--- config.mk ---
export PLATFORM = sky130hd
export DESIGN_NAME = rob_core
export DESIGN_NICKNAME = d
export VERILOG_FILES = /design/src/rtl/rob_pkg.sv /design/src/rtl/rob_ptr_ctrl.sv /design/src/rtl/rob_entry_store.sv /design/src/rtl/rob_core.sv
export SDC_FILE = /design/constraint.sdc
export NUM_CORES = 1
export LEC_CHECK = 0
export BUFFER_PORTS_ARGS = -buffer_cell sky130_fd_sc_hd__buf_4
export CAP_MARGIN = 10
export CORE_UTILIZATION = 45
export CTS_BUF_LIST = sky130_fd_sc_hd__clkbuf_8
export DETAILED_ROUTE_END_ITERATION = 7
export SYNTH_ARGS = -nofsm -noshare
export SYNTH_HDL_FRONTEND = slang
export SYNTH_HIERARCHICAL = 1
export SYNTH_SLANG_ARGS = --single-unit
--- constraint.sdc ---
create_clock -name clk_i -period 8.4 [get_ports clk_i]
set_input_delay 1.68 -clock clk_i [delete_from_list [all_inputs] [get_ports clk_i]]
set_output_delay 1.68 -clock clk_i [all_outputs]
set_load 0.02 [all_outputs]
--- src/rtl/rob_pkg.sv ---
package rob_pkg;
  typedef enum logic [1:0] {
    HEAD_WAIT   = 2'd0,
    HEAD_COMMIT = 2'd1,
    HEAD_FAULT  = 2'd2
  } head_act_e;
endpackage

--- src/rtl/rob_ptr_ctrl.sv ---
// Head/tail pointers with wrap bit; DEPTH must be a power of two.
module rob_ptr_ctrl #(
  parameter int DEPTH = 16,
  localparam int IDX_W = $clog2(DEPTH),
  localparam int PTR_W = IDX_W + 1
) (
  input  logic             clk_i,
  input  logic             rst_ni,
  input  logic             alloc_i,
  input  logic             retire_i,
  input  logic             fault_i,
  input  logic             bflush_i,
  input  logic [IDX_W-1:0] bflush_idx_i,
  input  logic [IDX_W-1:0] wb_idx_i,
  output logic [IDX_W-1:0] head_idx_o,
  output logic [IDX_W-1:0] tail_idx_o,
  output logic             empty_o,
  output logic             full_o,
  output logic             wb_live_o
);
  logic [PTR_W-1:0] head_q, tail_q, head_d, tail_d, count;
  logic [IDX_W-1:0] bf_off, wb_off;

  assign count      = tail_q - head_q;
  assign empty_o    = (count == '0);
  assign full_o     = (count == PTR_W'(DEPTH));
  assign head_idx_o = head_q[IDX_W-1:0];
  assign tail_idx_o = tail_q[IDX_W-1:0];
  assign bf_off     = bflush_idx_i - head_q[IDX_W-1:0];
  assign wb_off     = wb_idx_i - head_q[IDX_W-1:0];
  assign wb_live_o  = ({1'b0, wb_off} < count);

  always_comb begin
    head_d = head_q;
    tail_d = tail_q;
    if (fault_i) begin
      tail_d = head_q;  // drop head and everything younger
    end else begin
      if (retire_i) head_d = head_q + 1'b1;
      if (bflush_i)     tail_d = head_q + {1'b0, bf_off} + 1'b1;
      else if (alloc_i) tail_d = tail_q + 1'b1;
    end
  end

  always_ff @(posedge clk_i or negedge rst_ni) begin
    if (!rst_ni) begin
      head_q <= '0;
      tail_q <= '0;
    end else begin
      head_q <= head_d;
      tail_q <= tail_d;
    end
  end

  AST_NO_OVERFLOW: assert property (@(posedge clk_i) disable iff (!rst_ni)
    count <= PTR_W'(DEPTH));
  AST_RETIRE_STEP: assert property (@(posedge clk_i) disable iff (!rst_ni)
    retire_i && !fault_i |=> head_q == $past(head_q) + 1'b1);
  AST_FAULT_EMPTY: assert property (@(posedge clk_i) disable iff (!rst_ni)
    fault_i |=> (head_q == tail_q) && (head_q == $past(head_q)));
  AST_BFLUSH_TAIL: assert property (@(posedge clk_i) disable iff (!rst_ni)
    bflush_i && !fault_i |=> tail_q[IDX_W-1:0] == IDX_W'($past(bflush_idx_i) + 1'b1));
endmodule

--- src/rtl/rob_entry_store.sv ---
module rob_entry_store #(
  parameter int DEPTH  = 16,
  parameter int TAG_W  = 5,
  parameter int DATA_W = 32,
  parameter int PC_W   = 32,
  localparam int IDX_W = $clog2(DEPTH)
) (
  input  logic              clk_i,
  input  logic              rst_ni,
  input  logic              alloc_i,
  input  logic [IDX_W-1:0]  alloc_idx_i,
  input  logic [TAG_W-1:0]  alloc_tag_i,
  input  logic [PC_W-1:0]   alloc_pc_i,
  input  logic              wb_i,
  input  logic [IDX_W-1:0]  wb_idx_i,
  input  logic [DATA_W-1:0] wb_data_i,
  input  logic              wb_exc_i,
  input  logic [IDX_W-1:0]  rd_idx_i,
  output logic              rd_done_o,
  output logic              rd_exc_o,
  output logic [TAG_W-1:0]  rd_tag_o,
  output logic [DATA_W-1:0] rd_data_o,
  output logic [PC_W-1:0]   rd_pc_o
);
  logic [DEPTH-1:0]  done_q, exc_q;
  logic [TAG_W-1:0]  tag_q  [DEPTH];
  logic [DATA_W-1:0] data_q [DEPTH];
  logic [PC_W-1:0]   pc_q   [DEPTH];

  // Allocation wins over a same-slot writeback (slot freed and reused).
  always_ff @(posedge clk_i or negedge rst_ni) begin
    if (!rst_ni) begin
      done_q <= '0;
      exc_q  <= '0;
    end else begin
      for (int i = 0; i < DEPTH; i++) begin
        if (alloc_i && alloc_idx_i == IDX_W'(i)) begin
          done_q[i] <= 1'b0;
          exc_q[i]  <= 1'b0;
        end else if (wb_i && wb_idx_i == IDX_W'(i)) begin
          done_q[i] <= 1'b1;
          exc_q[i]  <= wb_exc_i;
        end
      end
    end
  end

  always_ff @(posedge clk_i) begin
    for (int i = 0; i < DEPTH; i++) begin
      if (alloc_i && alloc_idx_i == IDX_W'(i)) begin
        tag_q[i] <= alloc_tag_i;
        pc_q[i]  <= alloc_pc_i;
      end else if (wb_i && wb_idx_i == IDX_W'(i)) begin
        data_q[i] <= wb_data_i;
      end
    end
  end

  assign rd_done_o = done_q[rd_idx_i];
  assign rd_exc_o  = exc_q[rd_idx_i];
  assign rd_tag_o  = tag_q[rd_idx_i];
  assign rd_data_o = data_q[rd_idx_i];
  assign rd_pc_o   = pc_q[rd_idx_i];

  AST_WB_SETS_DONE: assert property (@(posedge clk_i) disable iff (!rst_ni)
    wb_i && !(alloc_i && alloc_idx_i == wb_idx_i) |=> done_q[$past(wb_idx_i)]);
  AST_ALLOC_CLEARS: assert property (@(posedge clk_i) disable iff (!rst_ni)
    alloc_i |=> !done_q[$past(alloc_idx_i)]);
endmodule

--- src/rtl/rob_core.sv ---
module rob_core #(
  parameter int DEPTH  = 16,
  parameter int TAG_W  = 5,
  parameter int DATA_W = 32,
  parameter int PC_W   = 32,
  localparam int IDX_W = $clog2(DEPTH)
) (
  input  logic              clk_i,
  input  logic              rst_ni,
  input  logic              alloc_valid_i,
  input  logic [TAG_W-1:0]  alloc_tag_i,
  input  logic [PC_W-1:0]   alloc_pc_i,
  output logic              alloc_ready_o,
  output logic [IDX_W-1:0]  alloc_idx_o,
  input  logic              wb_valid_i,
  input  logic [IDX_W-1:0]  wb_idx_i,
  input  logic [DATA_W-1:0] wb_data_i,
  input  logic              wb_exc_i,
  input  logic              bflush_valid_i,
  input  logic [IDX_W-1:0]  bflush_idx_i,
  output logic              commit_valid_o,
  output logic [TAG_W-1:0]  commit_tag_o,
  output logic [DATA_W-1:0] commit_data_o,
  output logic              exc_valid_o,
  output logic [PC_W-1:0]   exc_pc_o
);
  import rob_pkg::*;

  logic [IDX_W-1:0] head_idx, tail_idx;
  logic empty, full, wb_live, hd_done, hd_exc;
  logic retire, fault, alloc_go, wb_go, bflush_go;
  head_act_e act;

  always_comb begin
    act = HEAD_WAIT;
    if (!empty && hd_done) act = hd_exc ? HEAD_FAULT : HEAD_COMMIT;
  end

  assign retire        = (act == HEAD_COMMIT);
  assign fault         = (act == HEAD_FAULT);
  assign alloc_ready_o = (!full || retire) && !bflush_valid_i && !fault;
  assign alloc_go      = alloc_valid_i && alloc_ready_o;
  assign bflush_go     = bflush_valid_i && !fault;
  assign wb_go         = wb_valid_i && wb_live && !bflush_valid_i && !fault;
  assign alloc_idx_o   = tail_idx;
  assign commit_valid_o = retire;
  assign exc_valid_o    = fault;

  rob_ptr_ctrl #(.DEPTH(DEPTH)) u_ptr (
    .clk_i, .rst_ni,
    .alloc_i      (alloc_go),
    .retire_i     (retire),
    .fault_i      (fault),
    .bflush_i     (bflush_go),
    .bflush_idx_i (bflush_idx_i),
    .wb_idx_i     (wb_idx_i),
    .head_idx_o   (head_idx),
    .tail_idx_o   (tail_idx),
    .empty_o      (empty),
    .full_o       (full),
    .wb_live_o    (wb_live)
  );

  rob_entry_store #(.DEPTH(DEPTH), .TAG_W(TAG_W), .DATA_W(DATA_W), .PC_W(PC_W)) u_store (
    .clk_i, .rst_ni,
    .alloc_i     (alloc_go),
    .alloc_idx_i (tail_idx),
    .alloc_tag_i (alloc_tag_i),
    .alloc_pc_i  (alloc_pc_i),
    .wb_i        (wb_go),
    .wb_idx_i    (wb_idx_i),
    .wb_data_i   (wb_data_i),
    .wb_exc_i    (wb_exc_i),
    .rd_idx_i    (head_idx),
    .rd_done_o   (hd_done),
    .rd_exc_o    (hd_exc),
    .rd_tag_o    (commit_tag_o),
    .rd_data_o   (commit_data_o),
    .rd_pc_o     (exc_pc_o)
  );

  AST_FULL_STALL: assert property (@(posedge clk_i) disable iff (!rst_ni)
    full && !commit_valid_o |-> !alloc_ready_o);
  AST_ONE_HEAD_ACT: assert property (@(posedge clk_i) disable iff (!rst_ni)
    !(commit_valid_o && exc_valid_o));
  AST_FLUSH_BLOCKS: assert property (@(posedge clk_i) disable iff (!rst_ni)
    bflush_valid_i |-> !alloc_ready_o);
endmodule

## After elaboration in Yosys (flattened, before gate mapping)

Memories as Yosys holds them, arrays and structs flattened.
Cells that the tools add are included.

- Memories kept: 3
- Bits in registers: 42
- RAM bits: 1,104
- Input port bits: 83
- Output and inout port bits: 76
- Logic and storage cells: 479

Memories:

| name | words | bits a word | read ports | clocked after Yosys merged registers in | write ports | line | RTL |
|---|---|---|---|---|---|---|---|
| u_store.data_q | 16 | 32 | 1 | 0 | 1 | rob_entry_store.sv:27 | `logic [DATA_W-1:0] data_q [DEPTH];` |
| u_store.pc_q | 16 | 32 | 1 | 0 | 1 | rob_entry_store.sv:28 | `logic [PC_W-1:0] pc_q [DEPTH];` |
| u_store.tag_q | 16 | 5 | 1 | 0 | 1 | rob_entry_store.sv:26 | `logic [TAG_W-1:0] tag_q [DEPTH];` |

- Reduce and logical (&&, ||, !) cells: 111
- Magnitude comparators: 2
- Equal/unequal tests: 33
- Bitwise logic cells: 1
- Multiplexer cells: 288
- Add/subtract/negate cells: 7

Operator list:

| operator | number |
|---|---|
| $mux W32 | 30 |
| $reduce_or A32 Y1 | 30 |
| $mux W1 | 191 |
| $mux W4 | 45 |
| $mux W5 | 18 |
| $reduce_or A5 Y1 | 15 |
| $eq A4 B4 Y1 const B | 16 |
| $logic_and A1 B1 Y1 | 40 |
| $eq A4 B3 Y1 const B | 8 |
| $reduce_bool A2 Y1 | 16 |
| $eq A4 B2 Y1 const B | 4 |
| $add A5 B1 Y5 const B | 3 |
| $bmux W1 S4 | 2 |
| $eq A4 B1 Y1 const B | 2 |
| $logic_not A4 Y1 | 2 |
| $sub A4 B4 Y4 | 2 |
| $add A5 B4 Y5 | 1 |
| $eq A5 B5 Y1 const B | 1 |
| $logic_not A5 Y1 | 1 |
| $lt A4 B5 Y1 | 1 |
| $lt A4 B5 Y1 const B | 1 |
| $sub A5 B5 Y5 | 1 |
| $logic_not A1 Y1 | 4 |
| $mux W2 | 2 |
| 6 further kinds | 6 |

## Depth between registers and ports, before layout

- Depth in word-level cells: 29
- Depth in mapped cells: 16
- Mapped depth without buffers: 15

## Cells and area by module

The synthesis kept the hierarchy.

By module, submodules not included:

| module | area each (um^2) | instances | seq. area each (um^2) | cells an instance |
|---|---|---|---|---|
| rob_entry_store | 42,941.2 | 1 | 33,952.6 | 1,877 |
| rob_ptr_ctrl | 1,176.1 | 1 | 250.2 | 130 |
| rob_core | 81.3 | 1 | 0.0 | 10 |

## Least setup slack after synthesis

No wires, ideal clock.

- Kind: register to register
- Start: register u_ptr.head_q[0]
- End: memory u_store.data_q[0][0], enable pin
- Cell stages (with the launch flop): 14
- Arrival time: 7.723 ns
- Buffers on the path: 5
- Period minus slack after synthesis: 8.426 ns
- Setup time: 0.703 ns
- Slack: -0.026 ns
- Data required time: 7.697 ns
- Path through: dfrtp_1 > buf_4 > buf_2 > buf_6 > buf_2 > mux4_2 > a22oi_1 > nand2_1 > and3b_1 > buf_2 > a2111oi_4 > or3b_1 > nor3_1 > nor3_1

- Elaborated cells on any way between the ends: 149
- Classes of those cells: 2 x add/sub; 1 x order compare; 3 x eq/ne; 84 x mux; 59 x reduce/logical

RTL lines:

| item | line | RTL |
|---|---|---|
| start, declared | rob_ptr_ctrl.sv:21 | `logic [PTR_W-1:0] head_q, tail_q, head_d, tail_d, count;` |
| start signal, assigned | rob_ptr_ctrl.sv:47 | `head_q <= '0;` |
| start signal, assigned | rob_ptr_ctrl.sv:50 | `head_q <= head_d;` |
| $bmux W1 S4 (*) | rob_entry_store.sv:60 | `assign rd_exc_o = exc_q[rd_idx_i];` |
| $mux W1 (not written as such) (*) | rob_entry_store.sv:60 |  |
| named net hd_exc | rob_core.sv:30 | `logic empty, full, wb_live, hd_done, hd_exc;` |
| $mux W2 (*) (2 in a row) | rob_core.sv:36 | `if (!empty && hd_done) act = hd_exc ? HEAD_FAULT : HEAD_COMMIT;` |
| $eq A2 B2 Y1 (*) | rob_core.sv:40 | `assign fault = (act == HEAD_FAULT);` |
| named net exc_valid_o | rob_core.sv:24 | `output logic exc_valid_o,` |
| $logic_not A1 Y1 (*) | rob_core.sv:41 | `assign alloc_ready_o = (!full \|\| retire) && !bflush_valid_i && !fault;` |
| $logic_and A1 B1 Y1 (*) | rob_core.sv:41 |  |
| $logic_and A1 B1 Y1 (*) | rob_core.sv:42 | `assign alloc_go = alloc_valid_i && alloc_ready_o;` |
| named net alloc_go | rob_core.sv:31 | `logic retire, fault, alloc_go, wb_go, bflush_go;` |
| $logic_and A1 B1 Y1 | rob_entry_store.sv:50 | `if (alloc_i && alloc_idx_i == IDX_W'(i)) begin` |
| $mux W1 | rob_entry_store.sv:50 |  |
| $mux W1 (not written as such) | rob_entry_store.sv:54 | `data_q[i] <= wb_data_i;` |
| $reduce_or A32 Y1 (no line) | -- |  |
| $mux W4 (no line) or $mux W1 (tied branches) (15 in a row) | -- |  |
| end, declared | rob_entry_store.sv:27 |  |

Mark *: on every way through the listed nets, which the timed path passes. The rest lies on a longest branch. The select of a mux whose other input is x is not followed.

## Worst setup path in the final report

- Start: register u_ptr.head_q[1]
- End: output port commit_data_o[0]

- Word-level cells in the longest chain between the ends: 1

Ends and longest elaborated chain:

| item | line | RTL |
|---|---|---|
| $mem_v2 Z16 W32 | -- |  |
| end, declared | rob_core.sv:23 | `output logic [DATA_W-1:0] commit_data_o,` |

Every way passes these cells.

==> summary.md <==
| Metric | Value |
|---|---|
| Status | complete, but fails checks |
| Failing checks | design-rule violations |
| Arrival time of the worst setup path | 4.45 ns |
| Post-CTS setup buffers | 0 |
| Largest net degree at the start of global routing | 130 |
| Fraction of layout cells with a size suffix above 1 | 30.7% |
| Netlist Area Pre-Place | 44200 um^2 |
| Hold buffers post-CTS | 0 |
| Post-CTS Resized | 0 |
| Worst-path clk slew | 0.06 ns |
| Rel. slew slack | 27.2% |
| CTS buffer count | 177 |
| RSZ-0062 raised after global routing | false |
| Later-pin clock latency in the skew report | 0.82 ns |
| Pwr/cell area | 320 nW/um^2 |
| Total negative slack | 0 ns |
| Worst r2r src | u_ptr/head_q[1] |
| Worst vdd ir | 0.244 mV |
| Final Hold Viols | 0 |
| Unique masters post-synth | 46 |
| DR pass1 iterations | 8 |
| Total wire length | 97200 um |
| Core area | 97000 um^2 |
| Detail Route Antenna Nets | 0 |
| Max-cap violation count | 0 |
| Final instance area | 50100 um^2 |
| Dpl hpwl | 54500 um |
| Initial Utilization | 45.6% |
| Global placement routability congestion | 0.830 |
| Clk sink count | 1146 |
| Global-route wire length before repair | 146000 um |
| Worst setup path start | u_ptr/head_q[1] |
| Metal2 WL | 49300 um |
| Vias | 21300 |
| Max Used Layer | met5 |
| Slew @ Worst Pin | 1.09 ns |
| CTS Buffer Depth | 3 |
| Syn-to-layout area delta | 13.4% |
| Vias/cell | 5.75 |
| Vias in the first global route | 22700 |
| Syn avg cell area | 21.9 um^2 |
| GR Util All Layers | 19.9% |
| Die area | 99500 um^2 |
| CTS root buf | clkbuf_8 |
| Worst Setup Path Type | reg2out |
| Tcrit/Tclk final | 73.0% |
| CP max FO | 59 |
| Ys Warns | 6 |
| Die height | 315 um |
| Ys flop type | edfxtp_1 |
| Post-Syn Instances | 2017 |
| Antenna violations before repair | 7 |
| Initial DRC count | 1857 |
| Pre-CTS setup slack | 2.58 ns |
| CTS H-tree lvls | 4 |
| Hold path startpoint | u_store/done_q[10] |
| Post-synthesis sequential area ratio | 77.4% |
| Setup violators final | 0 |
| Port bufs | 158 |
| Post-synth EDFFs | 1104 |
| GRT overflow | 0 |
| Setup WS post-layout | 2.27 ns |
| Routed len/inst | 26.3 um |
| Tmin final | 6.13 ns |
| Fmax | 163 MHz |
| Number of fill cells | 7634 |
| Die Wd | 315 um |
| Max-slew violation count | 0 |
| Asr flop ratio synth | 3.66% |
| Most frequent cells in the layout | edfxtp_1 (1104), mux4_2 (284), buf_4 (201), clkbuf_8 (185), a22oi_1 (142) |
| Met3 Wirelength | 5390 um |
| Commonest non-fill, non-tap cell in the layout | edfxtp_1 |
| Rows | 114 |
| Synth Register Bits | 1146 |
| Nets@finish | 2389 |
| CP startpoint kind | flop |
| CTS tree | done |
| Clock Skew | 0.0315 ns |
| Leak | 16.3 nW |
| Worst Setup End Kind | output pin |
| Placed cell area | 47000 um^2 |
| Class of the worst hold path | reg2reg |
| Syn Nets | 2123 |
| CP required | 6.72 ns |
| M1 WL | 40500 um |
| Post-route DRC | 9 |
| Number of I/O pins | 159 |
-- kinds of logic (layout without fill, tap and decap cells) --
| family | after synthesis | after routing | share of synthesized area (%) |
|---|---|---|---|
| adders and majority gates | 23 | 23 | 0.719 |
| DFF | 1146 | 1146 | 77.4 |
| AOI/OAI and AO/OA | 221 | 221 | 3.46 |
| buffers and inverters | 133 | 535 | 1.55 |
| and+or+nand+nor | 189 | 189 | 1.99 |
| other | 0 | 1 | 0 |
| xor gates and xnor gates | 19 | 19 | 0.377 |
| muxes | 286 | 286 | 14.5 |
-- cell usage after synthesis, types with 19 or more instances --
cell / number / share of area, %
nor3_1: 22 / 0.25
nor2_1: 33 / 0.28
a21oi_1: 35 / 0.40
buf_1: 22 / 0.19
dfrtp_1: 42 / 2.4
o21ai_0: 23 / 0.26
clkbuf_1: 48 / 0.41
ha_1: 19 / 0.54
mux4_2: 284 / 14
edfxtp_1: 1104 / 75
nand2_1: 81 / 0.69
a22oi_1: 142 / 2.4
-- state kept, by name, summed over array words and instances (netlist names) --
register and count:
u_ptr/head_q 5, u_store/tag_q 80, u_store/exc_q 16, u_store/done_q 16, u_store/pc_q 512, u_store/data_q 512, u_ptr/tail_q 5
-- layout make-up --
type	count	area, um^2	share of cell area [%]
Clock inverter	130	612	1.22
Antenna cell	1	2.50	0.00499
Tap cell	1276	1600	3.19
Sequential cell	1146	34200	68.3
Clock buffer	185	2550	5.08
Timing Repair Buffer	203	1550	3.09
Inverter	17	63.8	0.127
Multi-Input combinational cell	738	9530	19.0
-- where the power goes --
| group | internal [mW] | switching, mW |
|---|---|---|
| combinational | 2.21 | 2.85 |
| sequential | 6.60 | 0.218 |
| clock | 2.12 | 2.05 |
| total | 10.9 | 5.12 |
-- stage by stage --
stage / hold slack [ns] / instances / util [%] / power (mW)
2_1_floorplan: 0.457 / 2017 / - / 10.4
3_3_place_gp: 0.476 / 3380 / 48.4 / 12.0
3_5_place_dp: 0.491 / 3380 / 48.4 / 12.1
4_1_cts: 0.502 / 3695 / 51.7 / 16.3
5_1_grt: 0.531 / 3696 / 51.7 / 16.8
6_report: 0.507 / 3696 / 51.7 / 16.0
-- worst paths after layout --
path | end | slack, ns | depth (start not counted)
min in group asynchronous | u_store/exc_q[7] | 0.88 | 1
setup reg to reg | u_store/pc_q[3][30] | 2.65 | 11
setup / recovery | commit_data_o[0] | 2.27 | 6
max in group asynchronous | u_ptr/head_q[1] | 7.08 | 1
hold / removal | u_store/done_q[10] | 0.51 | 2
hold reg to reg | u_store/done_q[10] | 0.51 | 2
-- metal layers --
metal | GRT usage [%] | up-vias
li1 | - | 9056
met1 | 26.6 | 11300
met2 | 33.0 | 684
met3 | 4.07 | 167
met4 | 6.08 | 12
met5 | 0 | -
-- worst max-delay path: stages (launching register included) --
cell     delay [ns]
dfrtp_4        0.96
buf_4          0.82
buf_4          0.81
mux4_2         0.40
a22oi_1        0.26
nand2_1        0.12
buf_4          0.17
No activity file was read; power rests on OpenSTA's default activity.
